==> src/rtl/tlb_scrub_pkg.sv <==
package tlb_scrub_pkg;
  typedef enum logic [2:0] {
    S_IDLE,
    S_READ,
    S_SETTLE,
    S_CHECK,
    S_PAIR,
    S_NEXT
  } scrub_st_e;
endpackage

==> src/rtl/scrub_way_buf.sv <==
module scrub_way_buf #(
  parameter int unsigned WAYS     = 4,
  parameter int unsigned DW       = 32,
  parameter int unsigned PRES_BIT = 8,
  parameter int unsigned WAY_W    = 2
) (
  input  logic                      clk_i,
  input  logic                      rst_ni,
  input  logic                      cap_i,
  input  logic [WAY_W-1:0]          cap_way_i,
  input  logic [DW-1:0]             cap_data_i,
  input  logic                      clr_i,
  input  logic [WAY_W-1:0]          clr_way_i,
  output logic [WAYS-1:0][DW-1:0]   ent_o,
  output logic                      any_pres_o
);
  for (genvar g = 0; g < WAYS; g++) begin : g_way
    always_ff @(posedge clk_i or negedge rst_ni) begin
      if (!rst_ni) ent_o[g] <= '0;
      else if (cap_i && cap_way_i == WAY_W'(g)) ent_o[g] <= cap_data_i;
      else if (clr_i && clr_way_i == WAY_W'(g)) ent_o[g] <= '0;
    end
  end

  always_comb begin
    any_pres_o = 1'b0;
    for (int w = 0; w < WAYS; w++) any_pres_o = any_pres_o | ent_o[w][PRES_BIT];
  end
endmodule

==> src/rtl/scrub_pair_cmp.sv <==
module scrub_pair_cmp #(
  parameter int unsigned DW       = 32,
  parameter int unsigned PAGE_LSB = 13
) (
  input  logic [DW-1:0] lo_i,
  input  logic [DW-1:0] hi_i,
  output logic          hit_o
);
  // cleared / empty lower entry never matches
  assign hit_o = (lo_i != '0) && (lo_i[DW-1:PAGE_LSB] == hi_i[DW-1:PAGE_LSB]);
endmodule

==> src/rtl/tlb_dup_scrub.sv <==
module tlb_dup_scrub
  import tlb_scrub_pkg::*;
#(
  parameter int unsigned SETS     = 8,
  parameter int unsigned WAYS     = 4,
  parameter int unsigned DW       = 32,
  parameter int unsigned PAGE_LSB = 13,
  parameter int unsigned PRES_BIT = 8,
  localparam int unsigned SET_W   = (SETS > 1) ? $clog2(SETS) : 1,
  localparam int unsigned WAY_W   = (WAYS > 1) ? $clog2(WAYS) : 1,
  localparam int unsigned IDX_W   = (SETS * WAYS > 1) ? $clog2(SETS * WAYS) : 1
) (
  input  logic              clk_i,
  input  logic              rst_ni,
  input  logic              start_i,
  input  logic              verbose_i,
  output logic              busy_o,
  output logic              done_o,
  output logic [IDX_W-1:0]  ent_idx_o,
  output logic              ent_rd_o,
  input  logic [DW-1:0]     ent_rd_d0_i,
  output logic              ent_wr_o,
  output logic [DW-1:0]     ent_wr_d0_o,
  output logic [DW-1:0]     ent_wr_d1_o,
  output logic              dup_o,
  output logic [SET_W-1:0]  dup_set_o,
  output logic [WAY_W-1:0]  dup_way_a_o,
  output logic [WAY_W-1:0]  dup_way_b_o,
  output logic [DW-1:0]     dup_d0_o
);
  localparam logic [WAY_W-1:0] LAST_WAY = WAY_W'(WAYS - 1);
  localparam logic [WAY_W-1:0] PEN_WAY  = WAY_W'((WAYS > 1) ? WAYS - 2 : 0);
  localparam logic [SET_W-1:0] LAST_SET = SET_W'(SETS - 1);
  localparam logic [IDX_W-1:0] WAYS_I   = IDX_W'(WAYS);

  scrub_st_e           st_q;
  logic [SET_W-1:0]    set_q;
  logic [WAY_W-1:0]    rd_way_q, cap_way_q, i_q, n_q, way_sel;
  logic                cap_q, done_q;
  logic [WAYS-1:0][DW-1:0] ent;
  logic                any_pres, pair_hit, hit;

  scrub_way_buf #(
    .WAYS(WAYS), .DW(DW), .PRES_BIT(PRES_BIT), .WAY_W(WAY_W)
  ) buf_i (
    .clk_i      (clk_i),
    .rst_ni     (rst_ni),
    .cap_i      (cap_q),
    .cap_way_i  (cap_way_q),
    .cap_data_i (ent_rd_d0_i),
    .clr_i      (hit),
    .clr_way_i  (i_q),
    .ent_o      (ent),
    .any_pres_o (any_pres)
  );

  scrub_pair_cmp #(.DW(DW), .PAGE_LSB(PAGE_LSB)) cmp_i (
    .lo_i  (ent[i_q]),
    .hi_i  (ent[n_q]),
    .hit_o (pair_hit)
  );

  assign hit = (st_q == S_PAIR) && pair_hit;

  always_ff @(posedge clk_i or negedge rst_ni) begin
    if (!rst_ni) begin
      st_q      <= S_IDLE;
      set_q     <= '0;
      rd_way_q  <= '0;
      cap_way_q <= '0;
      cap_q     <= 1'b0;
      i_q       <= '0;
      n_q       <= '0;
      done_q    <= 1'b0;
    end else begin
      done_q    <= 1'b0;
      cap_q     <= (st_q == S_READ);
      cap_way_q <= rd_way_q;
      unique case (st_q)
        S_IDLE: if (start_i) begin
          set_q    <= '0;
          rd_way_q <= '0;
          st_q     <= S_READ;
        end
        S_READ: begin
          if (rd_way_q == LAST_WAY) st_q <= S_SETTLE;
          else rd_way_q <= rd_way_q + WAY_W'(1);
        end
        S_SETTLE: st_q <= S_CHECK;  // last read word lands in buffer
        S_CHECK: begin
          i_q  <= '0;
          n_q  <= WAY_W'(1);
          st_q <= (any_pres && WAYS > 1) ? S_PAIR : S_NEXT;
        end
        S_PAIR: begin
          if (n_q == LAST_WAY) begin
            if (i_q == PEN_WAY) st_q <= S_NEXT;
            else begin
              i_q <= i_q + WAY_W'(1);
              n_q <= i_q + WAY_W'(2);
            end
          end else begin
            n_q <= n_q + WAY_W'(1);
          end
        end
        S_NEXT: begin
          rd_way_q <= '0;
          if (set_q == LAST_SET) begin
            st_q   <= S_IDLE;
            done_q <= 1'b1;
          end else begin
            set_q <= set_q + SET_W'(1);
            st_q  <= S_READ;
          end
        end
        default: st_q <= S_IDLE;
      endcase
    end
  end

  assign way_sel     = (st_q == S_PAIR) ? i_q : rd_way_q;
  assign ent_idx_o   = IDX_W'(set_q) * WAYS_I + IDX_W'(way_sel);
  assign ent_rd_o    = (st_q == S_READ);
  assign ent_wr_o    = hit;
  assign ent_wr_d0_o = '0;
  assign ent_wr_d1_o = '0;
  assign busy_o      = (st_q != S_IDLE);
  assign done_o      = done_q;
  assign dup_o       = hit && verbose_i;
  assign dup_set_o   = set_q;
  assign dup_way_a_o = i_q;
  assign dup_way_b_o = n_q;
  assign dup_d0_o    = ent[i_q];
endmodule

==> config.mk <==
export PLATFORM = sky130hd
export DESIGN_NAME = tlb_dup_scrub
export DESIGN_NICKNAME = d
export VERILOG_FILES = /design/src/rtl/tlb_scrub_pkg.sv /design/src/rtl/scrub_way_buf.sv /design/src/rtl/scrub_pair_cmp.sv /design/src/rtl/tlb_dup_scrub.sv
export SDC_FILE = /design/constraint.sdc
export NUM_CORES = 1
export LEC_CHECK = 0
export ABC_AREA = 0
export BUFFER_PORTS_ARGS = -buffer_cell sky130_fd_sc_hd__buf_2
export CORE_MARGIN = 2
export CORE_UTILIZATION = 62
export DETAILED_ROUTE_END_ITERATION = 10
export PLACE_DENSITY = 0.87
export SLEW_MARGIN = 30
export SYNTH_ARGS = -nofsm -noshare
export SYNTH_HDL_FRONTEND = slang
export SYNTH_SLANG_ARGS = --single-unit
==> constraint.sdc <==
create_clock -name clk_i -period 6.95 [get_ports clk_i]
set_clock_uncertainty 0.05 [all_clocks]
set_input_delay 0.695 -clock clk_i [delete_from_list [all_inputs] [get_ports clk_i]]
set_output_delay 0.695 -clock clk_i [all_outputs]
set_load 0.02 [all_outputs]
Yosys cells after proc, flatten, opt, wreduce, memory -nomap -nowiden
Index checks and enable logic that the tools add are counted.
- flip-flop bits (word level): 144
- bits of input ports: 36
- output and inout bits: 113
- word-level logic and storage cells: 108
- $add $sub $neg: 6
- order comparisons: 2
- equal/unequal tests: 23
- mux-type cells: 34
- bitwise logic cells: 3
- reductions and logical operators: 28
- operators with widths (operator ; count):
    two-way mux 32 bit ; 10
    binary-select mux 32 bit (select 2 bit) ; 2
    nonzero test 32 bit ; 1
    equality test 19 bit ; 1
    two-way mux 3 bit ; 6
    case mux 3 bit (6 select lines) ; 1
    two-way mux 2 bit ; 7
    equality test 2 bit (second input constant) ; 6
    != test 2 bit (second input constant) ; 6
    nonzero test 2 bit ; 6
    logical AND 1 bit ; 11
    equality test 3 bit (second input constant) ; 3
    AND reduction 3 bit ; 3
    case mux 2 bit (2 select lines) ; 2
    adder 2 x 1 -> 2 bit (second input constant) ; 3
    equality test 3 x 2 -> 1 bit (second input constant) ; 2
    < comparator 2 x 3 -> 1 bit (second input constant) ; 2
    case mux 2 bit (3 select lines) ; 1
    case mux 3 bit (2 select lines) ; 1
    nonzero test 3 bit ; 2
    adder 5 x 2 -> 5 bit ; 1
    equality test 2 x 1 -> 1 bit (second input constant) ; 2
    zero test 2 bit ; 2
    two-way mux 1 bit ; 4
    9 further kinds ; 11

Depth between registers and ports, before layout
Gate-level depths: netlist of run 1.
- depth in word-level cells: 8
- mapped depth: 9
- depth with buffers taken out: 7

By module
A second synthesis of run 1 with hierarchy kept.
- cell total of the unflattened synthesis: 860
- area, all modules: 9791.9 um^2
- modules (own cells, without submodules) (module ; times used ; cells an instance ; area an instance (um^2) ; seq. area each (um^2)):
    scrub_way_buf ; 1 ; 593 ; 6577.6 ; 3203.1
    tlb_dup_scrub ; 1 ; 230 ; 2915.3 ; 400.4
    scrub_pair_cmp ; 1 ; 37 ; 299.0 ; 0.0

Least setup slack after synthesis of run 1
No wires, ideal clock.
- path type: register to output
- from: reg i_q[1] (netlist: dup_way_a_o[1])
- to: out dup_o
- data arrival time: 2.658 ns
- data required time: 6.205 ns
- slack: 3.547 ns
- stages on the path, launching flop included: 9
- buffers on the path: 3
- path through: dfrtp_1 -> clkbuf_1 -> clkbuf_1 -> mux4_2 -> xor2_1 -> nor4_1 -> o211a_2 -> buf_2 -> and3_1
- cells in the longest elaborated chain, start to end: 6
- elaborated cells between the ends (all ways): 7
- classes of those cells: eq/ne (1); mux (2); reduce/logical (4)
- ends and longest elaborated chain (element ; RTL line ; RTL):
    start, declared ; tlb_dup_scrub.sv:38 ; logic [WAY_W-1:0] rd_way_q, cap_way_q, i_q, n_q, way_sel;
    start signal, assigned ; tlb_dup_scrub.sv:99 ; i_q <= i_q + WAY_W'(1);
    binary-select mux 32 bit (select 2 bit) * ; - ;
    two-way mux 32 bit * ; - ;
    net dup_d0_o[27] ; tlb_dup_scrub.sv:29 ; output logic [DW-1:0] dup_d0_o
    equality test 19 bit / nonzero test 32 bit (equally long branches) ; scrub_pair_cmp.sv:10 ; assign hit_o = (lo_i != '0) && (lo_i[DW-1:PAGE_LSB] == hi_i[DW-1:PAGE_LSB]);
    logical AND 1 bit * ; scrub_pair_cmp.sv:10 ;
    logical AND 1 bit * ; tlb_dup_scrub.sv:63 ; assign hit = (st_q == S_PAIR) && pair_hit;
    logical AND 1 bit * ; tlb_dup_scrub.sv:129 ; assign dup_o = hit && verbose_i;
    end, declared ; tlb_dup_scrub.sv:25 ; output logic dup_o,
The timed path passes the listed nets; every way through them passes the cells marked *. The select of a mux whose other input is x is not followed.

Worst setup path in the final report of run 1
- from: reg i_q[0] (netlist: dup_way_a_o[0])
- to: out dup_o
- cells in the longest elaborated chain, start to end: 6
- elaborated cells between the ends (all ways): 7
- classes of those cells: eq/ne (1); mux (2); reduce/logical (4)
- ends and longest elaborated chain (element ; RTL line ; RTL):
    binary-select mux 32 bit (select 2 bit) * ; tlb_dup_scrub.sv:58 ; .lo_i (ent[i_q]),
    two-way mux 32 bit (implied by the code) * ; tlb_dup_scrub.sv:58 ;
    equality test 19 bit / nonzero test 32 bit (equally long branches) ; scrub_pair_cmp.sv:10 ;
    logical AND 1 bit * ; scrub_pair_cmp.sv:10 ;
    logical AND 1 bit * ; tlb_dup_scrub.sv:63 ;
    logical AND 1 bit * ; tlb_dup_scrub.sv:129 ;
Every way passes the cells marked *; elsewhere a longest branch is shown, timed or not. The select of a mux whose other input is x is not followed.

==> results.sh, run 1 <==
export IMPL_diodes=0
export IMPL_vias=6224
export IMPL_post_cts_buffers=0
export IMPL_drv_slew=0
export IMPL_max_freq_ghz=0.2137
export IMPL_remaining_drc_errors=0
export IMPL_synth_xor_area_share=0.02077
export IMPL_drive_gt1_frac=0.3316
export IMPL_ctsHoldBuffers=0
export IMPL_synthMuxAreaShare=0.2782
export IMPL_status="finished clean"
export IMPL_synth_edf_count=0
export IMPL_io_buffer_count=84
export IMPL_sw_frac_of_total=0.4260
export IMPL_worst_slew_pin_transition_ps=921.3
export IMPL_power_density_nw_per_um2=551.3
export IMPL_rows=43
export IMPL_hpwl_um=12960
export IMPL_syn_area_per_cell_um2=12.39
export IMPL_die_w_um=122.7
export IMPL_power_share_clock=0.181
export IMPL_synth_top_family_by_area="multiplexers"
export IMPL_cts_buffer_depth=2
export IMPL_die_y_um=122.7
export IMPL_io_pins=149
export IMPL_yosysWarnings=0
export IMPL_startpoint="dup_way_a_o[0]$_DFFE_PN0P_"
export IMPL_syn_area_um2=8733
export IMPL_syn_to_final_growth_pct=8.539
export IMPL_cts_tree="done"
export IMPL_cp_start_kind="flip-flop"
export IMPL_synth_seq_cells=144
export IMPL_grt_pass1_vias=6400
export IMPL_p_leak_nw=4.474
export IMPL_pwr_share_comb=0.510
export IMPL_synth_distinct_cells=42
export IMPL_fin_crit_ps=4680
export IMPL_path_max_fanout=59
export IMPL_final_antenna_net_count=0
export IMPL_dominantRegCellSynth="dfrtp_1"
export IMPL_rsz0062_at_grt="false"
export IMPL_yosysSeqAreaShare=0.4126
export IMPL_place_gp_congestion=0.8644
export IMPL_crit_arrival_ps=3930
export IMPL_synth_fa_ha_area_frac=0.01146
export IMPL_p_int_mw=3.000
export IMPL_drtPass1Iterations=5
export IMPL_setup_violations=0
export IMPL_p_total_mw=5.226
export IMPL_cp_slowest_cell="mux4_2"
export IMPL_drv_cap=0
export IMPL_clk_pin_slew_ps=60
export IMPL_setup_tns_final_ps=0
export IMPL_start_util=0.6316
export IMPL_htree_num_levels=4
export IMPL_cts_buffers=17
export IMPL_async_flop_share=1.000
export IMPL_cp_slowest_stage_delay_ps=660
export IMPL_worstHoldPathType="input pin to async pin"
export IMPL_grt_use_total=0.3062
export IMPL_routed_via_density=6.517
export IMPL_relSlewSlack=0.3858
export IMPL_antenna_found_initial=0
export IMPL_fp_coreArea_um2=13830
export IMPL_synth_simple_area_share=0.05201
export IMPL_cp_num_buf_inv=2
export IMPL_crit_family="simple AND/OR/NAND/NOR gates"
export IMPL_critPathKind="flip-flop to output port"
export IMPL_synth_compound_area_frac=0.1196
export IMPL_worstPathRequired_ps=6200
export IMPL_p_seq_frac=0.309
export IMPL_reg2reg_from="dup_way_a_o[0]$_DFFE_PN0P_"
export IMPL_routed_wl_um=21540
export IMPL_routedWlPerCell_um=22.55
export IMPL_grt_pass1_wl_um=34710
export IMPL_clkLatencyLatePin_ps=440
export IMPL_end_kind="output port"
export IMPL_grt_ovfl_total=0
export IMPL_syn_inst=705
export IMPL_finalHoldViolations=0
export IMPL_grt_max_degree=93
export IMPL_min_period_over_period=0.6734
export IMPL_cts_resized=0
export IMPL_drtIter0Drc=694
export IMPL_die_area_um2=15050
export IMPL_clockRootBuffer="clkbuf_16"
export IMPL_vdd_drop_max_mv=0.2038
export IMPL_cts_sinks=144
export IMPL_final_nets=806
export IMPL_cp_cell_sequence="buf_4 > mux4_2 > nor4_1 > nand4_1 > o211a_4 > and3_1 > buf_2"
export IMPL_power_switching_mw=2.226
Yosys cell counts (all sizes together) (7+ instances only):
| master | number | area share |
|---|---|---|
| a21oi | 135 | 0.10 |
| buf | 99 | 0.091 |
| clkbuf | 26 | 0.011 |
| dfrtp | 144 | 0.41 |
| ha | 8 | 0.011 |
| mux2i | 128 | 0.15 |
| mux4 | 51 | 0.13 |
| nand2 | 16 | 0.0069 |
| nor2 | 10 | 0.0043 |
| nor4 | 14 | 0.017 |
| o21ai | 9 | 0.0052 |
| xnor2 | 12 | 0.014 |
| xor2 | 7 | 0.0070 |
cell families after synthesis:
family,count (synthesis)
AND/OR/NAND/NOR,66
buffers and inverters,131
flip-flops,144
XOR/XNOR,19
multiplexers,179
other,1
AO/OA/AOI/OAI,157
adder cells (fa/ha/maj),8
power groups by stage:
stage	clock, mW	combinational [mW]	sequential [mW]
2_1_floorplan	0	2.09	1.48
3_3_place_gp	0	2.54	1.55
3_5_place_dp	0	2.62	1.60
4_1_cts	0.953	2.65	1.60
5_1_grt	0.995	2.85	1.66
6_report	0.946	2.67	1.61
layout make-up:
cell class / count / area [um2]
flip-flops and latches: 144 / 3606
repair buffers: 100 / 554.3
clock inverters: 13 / 160.2
clock buffers: 19 / 442.9
multi-input cells: 493 / 4468
inverters: 6 / 22.52
well taps: 180 / 225.2
fillers: 909 / 4348
final timing paths:
path / to / slack (ps) / cells past startpoint
max: dup_o / 2270 / 7
min reg2reg: cap_way_q[1]$_DFF_PN0_ / 380 / 0
max in group asynchronous: buf_i.ent_o[51]$_DFFE_PN0P_ / 5500 / 2
min in group clk_i: cap_way_q[1]$_DFF_PN0_ / 380 / 0
max reg2reg: buf_i.ent_o[4]$_DFFE_PN0P_ / 2560 / 7
min: buf_i.ent_o[5]$_DFFE_PN0P_ / 140 / 1
stage by stage:
stage                     utilization  cells  hold WS [ps]  worst slack (ps)  cell area [um2]
final                          0.6855    955         140.7              2270             9479
after global routing           0.6855    955         176.5              2132             9479
after CTS                      0.6842    953         159.2              2300             9460
after detailed placement       0.6406    921         367.2              2709             8857
after global placement         0.6402    921         372.2              2890             8852
after floorplan                     -    768         341.7              3547             8970
flip-flops by register name, summed over array words and instances, names as in the netlist:
| name | cells |
|---|---|
| buf_i.ent_o | 128 |
| cap_way_q | 2 |
| dup_way_a_o | 2 |
| done_o | 1 |
| rd_way_q | 2 |
| cap_q | 1 |
| dup_way_b_o | 2 |
| st_q | 3 |
| dup_set_o | 3 |
layer usage:
metal	part of all wire	track usage
met4	0.030	0.1286
met3	0.084	0.07667
met5	0	0
met1	0.38	0.3867
met2	0.51	0.5041
cells in the final DEF, fill, tap and decap left out, types with 3 or more instances in the layout:
cell       instances
dfrtp_1          142
mux2i_1          128
buf_2             83
a21oi_1           75
conb_1            64
a21oi_2           60
mux4_2            51
clkbuf_16         17
nand2_1           16
buf_4             14
nor2_1            10
xnor2_1           10
nor4_1            10
o21ai_0            9
ha_1               8
xor2_1             7
inv_1              6
nor4_4             4
clkinv_2           4
nand4_4            3
nand4_1            3
nor2b_1            3
a31oi_1            3
nand3_1            3
nand3b_1           3
bufinv_16          3
buf_6              3
Note: power is estimated with default switching activity, not from simulation.
==> run 2, diff against run 1 <==
--- a/config.mk
+++ b/config.mk
@@ -8,9 +8,9 @@
 export ABC_AREA = 0
 export BUFFER_PORTS_ARGS = -buffer_cell sky130_fd_sc_hd__buf_2
 export CORE_MARGIN = 2
-export CORE_UTILIZATION = 62
+export CORE_UTILIZATION = 52
 export DETAILED_ROUTE_END_ITERATION = 10
-export PLACE_DENSITY = 0.87
+export PLACE_DENSITY = 0.78
 export SLEW_MARGIN = 30
 export SYNTH_ARGS = -nofsm -noshare
 export SYNTH_HDL_FRONTEND = slang
==> constraint.sdc (replaced) <==
create_clock -name clk_i -period 4.12 [get_ports clk_i]
set_clock_uncertainty 0.05 [all_clocks]
set_input_delay 0.412 -clock clk_i [delete_from_list [all_inputs] [get_ports clk_i]]
set_output_delay 0.412 -clock clk_i [all_outputs]
set_load 0.02 [all_outputs]
==> results.sh, run 2 (synthesis results as in run 1) <==
export IMPL_status="finished clean"
export IMPL_regArea_um2=3605
export IMPL_nFillCells=1362
export IMPL_setup_violations=0
export IMPL_multiInputGateArea_um2=4468
export IMPL_drv_cap=0
export IMPL_remaining_drc_errors=0
export IMPL_ctsHoldBuffers=0
export IMPL_grt_use_total=0.2455
export IMPL_vias=5922
export IMPL_start_util=0.5285
export IMPL_drive_gt1_frac=0.3312
export IMPL_cp_num_buf_inv=2
export IMPL_p_leak_nw=4.516
export IMPL_rows=47
export IMPL_worstHoldPathType="input pin to async pin"
export IMPL_path_max_fanout=25
export IMPL_power_density_nw_per_um2=915.5
export IMPL_whs_ps=12.99
export IMPL_relSlewSlack=0.4302
export IMPL_final_util=0.5822
export IMPL_clkLatencyLatePin_ps=430
export IMPL_crit_family="simple AND/OR/NAND/NOR gates"
export IMPL_vdd_drop_max_mv=0.4181
export IMPL_worst_slew_pin_transition_ps=854.7
export IMPL_syn_to_final_growth_pct=10.16
export IMPL_routed_via_density=5.928
export IMPL_rsz0062_at_grt="false"
export IMPL_post_cts_buffers=0
export IMPL_cts_sinks=144
export IMPL_final_nets=811
export IMPL_drtIter0Drc=515
export IMPL_cts_buffer_depth=2
export IMPL_antenna_found_initial=0
export IMPL_finalHoldViolations=0
export IMPL_cp_slowest_stage_delay_ps=710
export IMPL_hpwl_um=13240
export IMPL_placed_area_um2=8992
export IMPL_grt_ovfl_total=0
export IMPL_final_area_um2=9620
export IMPL_clk_pin_slew_ps=60
export IMPL_crit_arrival_ps=3440
export IMPL_htree_num_levels=4
export IMPL_diodes=0
export IMPL_final_antenna_net_count=0
export IMPL_io_pins=149
export IMPL_top_register="buf_i.ent_o"
export IMPL_grt_max_degree=104
export IMPL_cp_slowest_cell="dfrtp_2"
export IMPL_min_period_over_period=0.9478
export IMPL_layout_commonest_cell="dfrtp_1"
export IMPL_place_gp_congestion=0.8222
export IMPL_critPathKind="flip-flop to output port"
export IMPL_routedWlPerCell_um=21.28
export IMPL_layout_common_cells="dfrtp_1 (143), mux2i_1 (128), buf_2 (83), a21oi_1 (75), conb_1 (64)"
export IMPL_clockRootBuffer="clkbuf_16"
export IMPL_die_y_um=133.6
export IMPL_fp_coreArea_um2=16520
export IMPL_io_buffer_count=84
export IMPL_max_freq_ghz=0.2561
export IMPL_cts_buffers=17
export IMPL_grt_pass1_wl_um=33240
export IMPL_cp_cell_sequence="buf_12 > mux4_2 > xnor2_1 > nand4_4 > nor3_1 > and3_1 > buf_2"
export IMPL_grt_pass1_vias=5953
export IMPL_cts_resized=0
export IMPL_die_area_um2=17850
export IMPL_die_w_um=133.6
export IMPL_cp_start_kind="flip-flop"
export IMPL_end_kind="output port"
export IMPL_fin_crit_ps=3905
export IMPL_cts_tree="done"
export IMPL_routed_wl_um=21260
export IMPL_drtPass1Iterations=5
export IMPL_largest_register_ffs=128
export IMPL_worstPathRequired_ps=3660
export IMPL_drv_slew=0
export IMPL_setup_tns_final_ps=0
## run 2: cell types whose count changed in the layout (fill, tap and decap cells not counted), moves of 2 or more
| cell | before | now |
|---|---|---|
| buf_12 | 0 | 3 |
| buf_4 | 14 | 18 |
| buf_6 | 3 | 0 |
| bufinv_16 | 3 | 5 |
| clkbuf_1 | 1 | 3 |
| inv_6 | 2 | 0 |
## run 2: worst paths after layout
kind	startpoint	end	slack, ps	cells past startpoint
worst max-delay path	dup_way_a_o[0]$_DFFE_PN0P_	dup_o	220	7
min in group clk_i	ent_rd_d0_i[0]	buf_i.ent_o[96]$_DFFE_PN0P_	260	3
worst max register to register	dup_way_a_o[0]$_DFFE_PN0P_	buf_i.ent_o[104]$_DFFE_PN0P_	680	7
worst min register to register	rd_way_q[1]$_DFFE_PN0P_	cap_way_q[1]$_DFF_PN0_	430	0
worst min-delay path	rst_ni	buf_i.ent_o[27]$_DFFE_PN0P_	10	1
max in group asynchronous	rst_ni	buf_i.ent_o[46]$_DFFE_PN0P_	3190	2
## run 2: final cells by class
cell class / instances / area share
clock inverter: 11 / 0.01964
sequential: 144 / 0.3747
timing repair buffer: 105 / 0.06490
clock buffer: 20 / 0.04539
inverter: 6 / 0.002341
multi-input combinational: 493 / 0.4644
tap: 220 / 0.02861
## run 2: metal layers
metal  global-route usage  routed length, um  up-vias
li1                     -                  -     2596
met1               0.3260               8794     3045
met2               0.4015              10770      239
met3              0.05023               1146       42
met4              0.09102                546        0
met5                    0                  0        -
## run 2: where the power goes
group	internal, mW	switching (mW)
registers	2.14	0.560
clock network	1.07	0.594
logic	1.97	2.48
## run 2: per-stage QoR
stage | power, mW | cells | worst slack [ps]
2_1_floorplan | 6.030 | 768 | 1000
3_3_place_gp | 6.954 | 968 | 663.1
3_5_place_dp | 7.108 | 968 | 672.0
4_1_cts | 8.830 | 999 | 138.0
5_1_grt | 9.278 | 999 | 5.657
6_report | 8.807 | 999 | 215.2
